--- config.mk ---
export PLATFORM = sky130hd
export DESIGN_NAME = adc_readout_ctrl
export DESIGN_NICKNAME = d
export VERILOG_FILES = /design/src/rtl/adc_rd_pkg.sv /design/src/rtl/sclk_sync_edge.sv /design/src/rtl/sclk_hold_timer.sv /design/src/rtl/result_shifter.sv /design/src/rtl/adc_readout_ctrl.sv
export SDC_FILE = /design/constraint.sdc
export NUM_CORES = 1
export LEC_CHECK = 0
export CORE_MARGIN = 1.5
export CORE_UTILIZATION = 60
export CTS_BUF_LIST = sky130_fd_sc_hd__clkbuf_8
export CTS_CLUSTER_DIAMETER = 200
export DETAILED_ROUTE_END_ITERATION = 7
export DONT_BUFFER_PORTS = 1
export PLACE_DENSITY = 0.76
export SYNTH_ARGS = -nofsm -noshare
export SYNTH_HDL_FRONTEND = slang
export SYNTH_SLANG_ARGS = --single-unit
export TNS_END_PERCENT = 100
--- constraint.sdc ---
create_clock -name clk -period 5.85 [get_ports clk]
set_clock_uncertainty 0.1 [all_clocks]
set_input_delay 0.2925 -clock clk [delete_from_list [all_inputs] [get_ports clk]]
set_output_delay 0.2925 -clock clk [all_outputs]
set_load 0.02 [all_outputs]
--- src/rtl/adc_rd_pkg.sv ---
package adc_rd_pkg;
  typedef enum logic [1:0] {
    ST_CAL   = 2'd0,
    ST_RUN   = 2'd1,
    ST_SLEEP = 2'd2
  } ctl_state_t;
endpackage

--- src/rtl/sclk_sync_edge.sv ---
module sclk_sync_edge #(
  parameter int STAGES = 2
) (
  input  logic clk,
  input  logic rst_n,
  input  logic pin,
  output logic lvl,
  output logic rise,
  output logic fall
);
  logic [STAGES-1:0] chain_q, chain_n;
  logic              prev_q, prev_n;

  always_comb begin
    chain_n = {chain_q[STAGES-2:0], pin};
    prev_n  = chain_q[STAGES-1];
  end

  always_ff @(posedge clk or negedge rst_n) begin
    if (!rst_n) begin
      chain_q <= '0;
      prev_q  <= 1'b0;
    end else begin
      chain_q <= chain_n;
      prev_q  <= prev_n;
    end
  end

  assign lvl  = chain_q[STAGES-1];
  assign rise = lvl & ~prev_q;
  assign fall = ~lvl & prev_q;

  // a detected edge cannot repeat on the next clock (supports R3)
  assert_edge_single_R3: assert property (@(posedge clk) disable iff (!rst_n)
    rise |=> !rise);
endmodule

--- src/rtl/sclk_hold_timer.sv ---
module sclk_hold_timer #(
  parameter int LIMIT = 64
) (
  input  logic clk,
  input  logic rst_n,
  input  logic lvl,
  output logic hit
);
  localparam int CW = $clog2(LIMIT + 1);
  logic [CW-1:0] cnt_q, cnt_n;

  always_comb begin
    if (!lvl)                        cnt_n = '0;
    else if (cnt_q == CW'(LIMIT))    cnt_n = cnt_q;
    else                             cnt_n = cnt_q + 1'b1;
  end

  always_ff @(posedge clk or negedge rst_n) begin
    if (!rst_n) cnt_q <= '0;
    else        cnt_q <= cnt_n;
  end

  assign hit = lvl && (cnt_q == CW'(LIMIT - 1));

  assert_hold_once_R8: assert property (@(posedge clk) disable iff (!rst_n)
    hit |=> !hit);
endmodule

--- src/rtl/result_shifter.sv ---
module result_shifter #(
  parameter int W = 18
) (
  input  logic         clk,
  input  logic         rst_n,
  input  logic         load,
  input  logic [W-1:0] din,
  input  logic         shift,
  output logic         msb
);
  logic [W-1:0] word_q, word_n;

  always_comb begin
    word_n = word_q;
    if (load)       word_n = din;
    else if (shift) word_n = {word_q[W-2:0], 1'b0};
  end

  always_ff @(posedge clk or negedge rst_n) begin
    if (!rst_n) word_q <= '0;
    else        word_q <= word_n;
  end

  assign msb = word_q[W-1];

  assert_load_replaces_R7: assert property (@(posedge clk) disable iff (!rst_n)
    load |=> (word_q == $past(din)));
endmodule

--- src/rtl/adc_readout_ctrl.sv ---
module adc_readout_ctrl
  import adc_rd_pkg::*;
#(
  parameter int DATA_W    = 18,
  parameter int PAD_PULSE = 6,
  parameter int SLEEP_CYC = 64,
  parameter int SYNC_STG  = 2
) (
  input  logic              clk,
  input  logic              rst_n,
  input  logic              sclk,
  input  logic              res_valid,
  input  logic [DATA_W-1:0] res_data,
  input  logic              cal_done,
  output logic              cal_req,
  output logic              conv_run,
  output logic              rdy_dout
);
  localparam int REL_IDX = DATA_W + PAD_PULSE;   // 25th edge index (0-based count)
  localparam int CAL_IDX = REL_IDX + 1;          // 26th edge
  localparam int CNT_MAX = CAL_IDX + 1;
  localparam int CW      = $clog2(CNT_MAX + 1);

  logic s_lvl, s_rise, s_fall, hold_hit, sh_msb, sh_load, sh_shift;

  ctl_state_t    state_q, state_n;
  logic          dv_q, dv_n, p26_q, p26_n, wcal_q, wcal_n, dout_q, dout_n;
  logic [CW-1:0] cnt_q, cnt_n;

  sclk_sync_edge #(.STAGES(SYNC_STG)) u_sync (
    .clk(clk), .rst_n(rst_n), .pin(sclk), .lvl(s_lvl), .rise(s_rise), .fall(s_fall));

  sclk_hold_timer #(.LIMIT(SLEEP_CYC)) u_hold (
    .clk(clk), .rst_n(rst_n), .lvl(s_lvl), .hit(hold_hit));

  result_shifter #(.W(DATA_W)) u_shift (
    .clk(clk), .rst_n(rst_n), .load(sh_load), .din(res_data),
    .shift(sh_shift), .msb(sh_msb));

  always_comb begin
    state_n  = state_q;
    dv_n     = dv_q;
    p26_n    = p26_q;
    wcal_n   = wcal_q;
    cnt_n    = cnt_q;
    dout_n   = dout_q;
    sh_load  = 1'b0;
    sh_shift = 1'b0;
    unique case (state_q)
      ST_CAL: begin
        dout_n = 1'b1;
        if (cal_done) begin
          state_n = ST_RUN;
          dv_n    = 1'b0;
          p26_n   = 1'b0;
          cnt_n   = '0;
        end
      end
      ST_SLEEP: begin
        dout_n = 1'b1;
        if (s_fall) begin
          state_n = wcal_q ? ST_CAL : ST_RUN;
          wcal_n  = 1'b0;
        end
      end
      default: begin
        if (dv_q && hold_hit) begin
          state_n = ST_SLEEP;
          wcal_n  = p26_q;
          dv_n    = 1'b0;
          p26_n   = 1'b0;
          cnt_n   = '0;
          dout_n  = 1'b1;
        end else if (res_valid) begin
          sh_load = 1'b1;
          dv_n    = 1'b1;
          p26_n   = 1'b0;
          cnt_n   = '0;
          dout_n  = 1'b0;
        end else if (dv_q && s_rise) begin
          if (cnt_q < CW'(DATA_W)) begin
            dout_n   = sh_msb;
            sh_shift = 1'b1;
          end else if (cnt_q < CW'(REL_IDX)) begin
            dout_n = 1'b0;
          end else if (cnt_q == CW'(REL_IDX)) begin
            dout_n = 1'b1;
          end else if (cnt_q == CW'(CAL_IDX)) begin
            p26_n = 1'b1;
          end
          if (cnt_q != CW'(CNT_MAX)) cnt_n = cnt_q + 1'b1;
        end else if (dv_q && p26_q && s_fall) begin
          state_n = ST_CAL;
          dv_n    = 1'b0;
          p26_n   = 1'b0;
          cnt_n   = '0;
          dout_n  = 1'b1;
        end
      end
    endcase
  end

  always_ff @(posedge clk or negedge rst_n) begin
    if (!rst_n) begin
      state_q <= ST_CAL;
      dv_q    <= 1'b0;
      p26_q   <= 1'b0;
      wcal_q  <= 1'b0;
      cnt_q   <= '0;
      dout_q  <= 1'b1;
    end else begin
      state_q <= state_n;
      dv_q    <= dv_n;
      p26_q   <= p26_n;
      wcal_q  <= wcal_n;
      cnt_q   <= cnt_n;
      dout_q  <= dout_n;
    end
  end

  assign cal_req  = (state_q == ST_CAL);
  assign conv_run = (state_q == ST_RUN);
  assign rdy_dout = dout_q;

  assert_latch_pulls_low_R2: assert property (@(posedge clk) disable iff (!rst_n)
    (conv_run && res_valid && !(dv_q && hold_hit)) |=> !rdy_dout);
  assert_release_high_R5: assert property (@(posedge clk) disable iff (!rst_n)
    (conv_run && dv_q && s_rise && !res_valid && !hold_hit && cnt_q == CW'(REL_IDX)) |=> rdy_dout);
  assert_sleep_line_high_R8: assert property (@(posedge clk) disable iff (!rst_n)
    (state_q == ST_SLEEP) |-> rdy_dout);
  assert_cal_line_high_R6: assert property (@(posedge clk) disable iff (!rst_n)
    cal_req |-> rdy_dout);
  assert_idle_edges_R12: assert property (@(posedge clk) disable iff (!rst_n)
    (conv_run && !dv_q && !res_valid) |=> (rdy_dout && conv_run));
  assert_wake_cal_R10: assert property (@(posedge clk) disable iff (!rst_n)
    ((state_q == ST_SLEEP) && s_fall && wcal_q) |=> cal_req);
endmodule

Word level (Yosys, flattened, before mapping). Index checks and enable logic that the tools add are counted.

Bits in registers: 39. Input port bits: 23. Output and inout bits: 3.

$add $sub $neg: 2. Magnitude comparators: 2. Equal/unequal tests: 19. Mux-type cells: 52. Bitwise operators: 6. Reduce and logical (&&, ||, !) cells: 19.

Operator list (count): 18-bit 2-to-1 mux (2); 1-bit 2-to-1 mux (31); 5-bit 2-to-1 mux (6); 5-bit != test (second input constant) (4); 7-bit 2-to-1 mux (2); 2-bit 2-to-1 mux (6); 5-bit equality test (second input constant) (2); 5-bit less-than comparator (second input constant) (2); 5-bit by 4-bit != test with 1-bit output (second input constant) (2); 5-bit one-hot mux with 2 select lines (1); 5-bit nonzero test (2); 4-bit AND reduction (2); 4-bit nonzero test (2); 7-bit by 1-bit adder with 7-bit output (second input constant) (1); 7-bit by 6-bit equality test with 1-bit output (second input constant) (1); 7-bit equality test (second input constant) (1); 7-bit by 4-bit != test with 1-bit output (second input constant) (1); 7-bit AND reduction (1); 2-bit != test (second input constant) (3); 1-bit one-hot mux with 2 select lines (3); 5-bit by 1-bit adder with 5-bit output (second input constant) (1); 1-bit logical AND (5); 5-bit AND reduction (1); 4-bit by 1-bit != test with 1-bit output (second input constant) (1); other kinds (12) (17).

Logic depth before layout (Yosys ltp).
Word-level depth: 9. Mapped depth: 9. Mapped depth without buffers: 6.

Cells and area by module. A second synthesis with hierarchy kept.

Cell total of the unflattened synthesis: 206. Area, all modules: 2073.2 um2.

By module, submodules not included: result_shifter (times used 1, cells each 78, area an instance 837.1 um2, sequential area each 450.4 um2); adc_readout_ctrl (times used 1, cells each 84, area an instance 767.0 um2, sequential area each 276.5 um2); sclk_hold_timer (times used 1, cells each 39, area an instance 379.1 um2, sequential area each 175.2 um2); sclk_sync_edge (times used 1, cells each 5, area an instance 90.1 um2, sequential area each 75.1 um2).

Least setup slack after synthesis. No wires, ideal clock.

Path type: register to register. From: register u_hold.cnt_q[0]. To: register u_shift.word_q[15]. Arrival: 1.747 ns. Data required time: 5.656 ns. Setup slack: 3.909 ns. Stages on the path, launching flop included: 10. Buffers on the path: 3. Period minus slack after synthesis: 1.941 ns. Cells stage by stage: dfrtp_1 ha_1 and3_1 buf_6 a21o_4 nor3_4 buf_6 buf_12 nor3_1 a221oi_2.

Cells in the longest elaborated chain, start to end: 6.

Ends and longest elaborated chain: from (decl) (RTL line sclk_hold_timer.sv:10) `logic [CW-1:0] cnt_q, cnt_n;`; from (signal assigned) (RTL line sclk_hold_timer.sv:20) `else cnt_q <= cnt_n;`; 7-bit by 6-bit equality test with 1-bit output (*) (RTL line sclk_hold_timer.sv:23) `assign hit = lvl && (cnt_q == CW'(LIMIT - 1));`; 1-bit logical AND (*) (RTL line sclk_hold_timer.sv:23); 1-bit logical AND (*) (RTL line adc_readout_ctrl.sv:67) `if (dv_q && hold_hit) begin`; 1-bit 2-to-1 mux (RTL line adc_readout_ctrl.sv:67); 1-bit 2-to-1 mux (RTL line adc_readout_ctrl.sv:49) `unique case (state_q)`; 18-bit 2-to-1 mux / 2-bit nonzero test (equally long branches); to (signal assigned) (RTL line result_shifter.sv:21) `else word_q <= word_n;`; to (decl) (RTL line result_shifter.sv:11) `logic [W-1:0] word_q, word_n;`.

Mark *: on every way between the ends. The rest lies on a longest branch, timed or not. A chain may end at the register's enable or synchronous reset.

Worst setup path after layout.
From: register u_hold.cnt_q[0]. To: register u_shift.word_q[9].

The elaborated chain is that of the path after synthesis.

==> qor.yml <==
grt_first_pass_wirelength_um: 6200
status: "finished, final reports clean"
postRouteAntennaNets: 0
critPathLaunchType: "register"
synthesis.area_um2: 2040
power_density_nw_per_um2: 285
grt_pass1_vias: 1429
synth_top_family_by_area: "compound AO/OA/AOI/OAI gates"
synth.distinct_cells: 48
r2r-end: "u_shift.word_q[9]$_DFFE_PN0P_"
synth_simple_gate_area_share_pct: 15.3
maxCapViolCount: 0
antenna_found_initial: 0
h-tree-depth: 2
route.vias.total: 1471
async_flop_share_pct: 100
synth.avg_cell_area_um2: 10.7
ys_ff_latch: 39
wl_per_cell_um: 15.6
r2r_slack_ps: 3220
clk_pin_slew_ps: 70
hold_viol: 0
cts_buffer_depth: 2
clock_latency_ps: 300
final.min_clock_period_ps: 2630
worst_pin_slew_ps: 904
synth_compound_area_share_pct: 25.9
worstPathArrival_ps: 2710
rows: 20
cts-resized-gates: 0
cts_tree: "built"
synth-edff-count: 0
synth-seq-area-share_pct: 48.0
min_from: "res_data[0]"
area_growth_pct: 6.58
min_period_over_period_pct: 44.9
fp.dieArea_um2: 3750
num_io_pins: 26
cts_buffers: 5
syn_nets: 219
vdd_drop_max_v: 0.000186
fillCellCount: 242
synthXorXnorAreaFrac_pct: 1.72
synth_fa_ha_area_share_pct: 3.07
clkSinkCount: 39
wl_um: 3690
drt_iter0_drc: 145
start_util_pct: 65.1
muxShareOfSynthArea_pct: 1.04
relSlewSlack_pct: 39.6
final_nets: 219
fin_util_pct: 69.4
drtPass1Iterations: 4
crit_fanout: 22
synth-warning-count: 0
io_buffers: 0
vias_per_cell: 6.23
mostFrequentLayoutCell: "dfrtp_1"
core_area_um2: 3130
crit_required_ps: 5930
grt_start_max_net_pins: 40
drc: 0
globalplace.congestion: 0.892
hold_path_end: "u_shift.word_q[0]$_DFFE_PN0P_"
timing.rr.start: "u_hold.cnt_q[0]$_DFFE_PN0P_"
dieHeight_um: 61.3
synthFlopType: "dfrtp_1"
p_leak_nw: 1.01
critPathCaptureType: "register"
grt_setup_unrepaired: "false"
hold_class: "in2reg"
syn_inst: 191
tns_ps: 0
drive_above_1_share_pct: 9.90
slew_violations: 0
track_usage_pct: 22.9
die_w_um: 61.3
antennaDiodeCount: 0
clock.fmax_mhz: 381
final_cell_mix: "38 x dfrtp_1, 18 x nand2_1, 17 x a22o_1"
setup_viol: 0
crit_type: "reg2reg"
register_area_um2: 977
root_buffer: "clkbuf_8"
dp_hpwl_um: 2500
worstRegToRegCells: 6
hold-path-cell-count: 1
multi_input_area_um2: 957
overflow: 0
==> through the flow <==
| step | power (mW) | area [um2] | instances | setup WS (ps) | hold slack, ps |
|---|---|---|---|---|---|
| 2_1_floorplan | 0.373 | 2040 | 191 | 3910 | -103 |
| 3_3_place_gp | 0.379 | 2010 | 225 | 3340 | -102 |
| 3_5_place_dp | 0.384 | 2010 | 225 | 3200 | -102 |
| 4_1_cts | 0.626 | 2170 | 236 | 3190 | 32.0 |
| 5_1_grt | 0.648 | 2170 | 236 | 3040 | 30.1 |
| 6_report | 0.618 | 2170 | 236 | 3220 | 45.2 |
==> logic make-up after synthesis <==
group,after synthesis
AOI/OAI and AO/OA,67
xor gates and xnor gates,4
muxes,2
and+or+nand+nor,58
DFF,39
buffers and inverters,16
adders and majority gates,5
==> flip-flops by register name, summed over array words and instances, names as in the netlist, 2 cells and up <==
name,count
cnt_q,5
state_q,2
u_hold.cnt_q,7
u_shift.word_q,18
u_sync.chain_q,2
==> routing by layer <==
layer	part of all wire, %	vias to the layer above	track usage, %
met3	5.4	5	7.14
met5	0	-	0
met4	1.2	0	9.94
li1	-	697	-
met1	45	731	28.8
met2	49	38	36.5
==> worst max path at each step <==
stage,startpoint,end,slack [ps],cells past startpoint
after detailed placement,u_hold.cnt_q[0]$_DFFE_PN0P_,u_shift.word_q[8]$_DFFE_PN0P_,3200,6
after floorplan,u_hold.cnt_q[0]$_DFFE_PN0P_,u_shift.word_q[15]$_DFFE_PN0P_,3910,9
after global placement,u_hold.cnt_q[0]$_DFFE_PN0P_,u_shift.word_q[0]$_DFFE_PN0P_,3340,6
after global routing,u_hold.cnt_q[0]$_DFFE_PN0P_,u_shift.word_q[8]$_DFFE_PN0P_,3040,6
after CTS,u_hold.cnt_q[0]$_DFFE_PN0P_,u_shift.word_q[8]$_DFFE_PN0P_,3190,6
final,u_hold.cnt_q[0]$_DFFE_PN0P_,u_shift.word_q[9]$_DFFE_PN0P_,3220,6
==> where the power goes <==
group	switching (mW)	internal (mW)
Combinational	0.0354	0.0335
Sequential	0.0258	0.292
Clock	0.0934	0.138
Total	0.155	0.464
==> synthesized netlist by cell type, types with 2 or more instances <==
cell type  instances  share of area [%]
a22o_1            17                7.3
and2_1             5                1.5
ha_1               5                3.1
or3_1              2               0.61
nand2b_1           3               0.92
nor2b_1            4                1.2
buf_4              2               0.74
buf_6              2                1.1
nand3_1            5                1.2
o21ai_0           10                2.5
clkbuf_1           3               0.55
buf_2              2               0.49
nor2_1             7                1.3
nor3_1             4               0.98
nand2_1           18                3.3
a21oi_1            4               0.98
nand3b_1           2               0.74
inv_1              6                1.1
a21o_1            16                5.9
nor2_2             2               0.61
a31oi_1            4                1.2
dfrtp_1           38                 47
xnor2_1            3                1.3
a41oi_1            2               0.86
o21a_1             2               0.74
==> what timing repair did <==
action                                 in CTS  in global routing
buffers inserted                            0                  0
hold buffers                                3                  0
endpoints found under the hold margin      40                  0
setup endpoints to repair                   0                  0
==> critical path, stage by stage, from the launching register on <==
cell	delay, ps
dfrtp_1	410
ha_1	230
and3_1	260
and4_4	220
nor2_2	700
nor2_2	320
a21o_1	270
==> final cells by class <==
type	count	area share (%)
Tap cell	44	2.54
Clock buffer	6	3.81
Multi-Input combinational cell	136	44.1
Timing Repair Buffer	3	1.85
Sequential cell	39	45.0
Inverter	6	1.04
Clock inverter	2	1.61
Power figures use the tool's default switching activity.
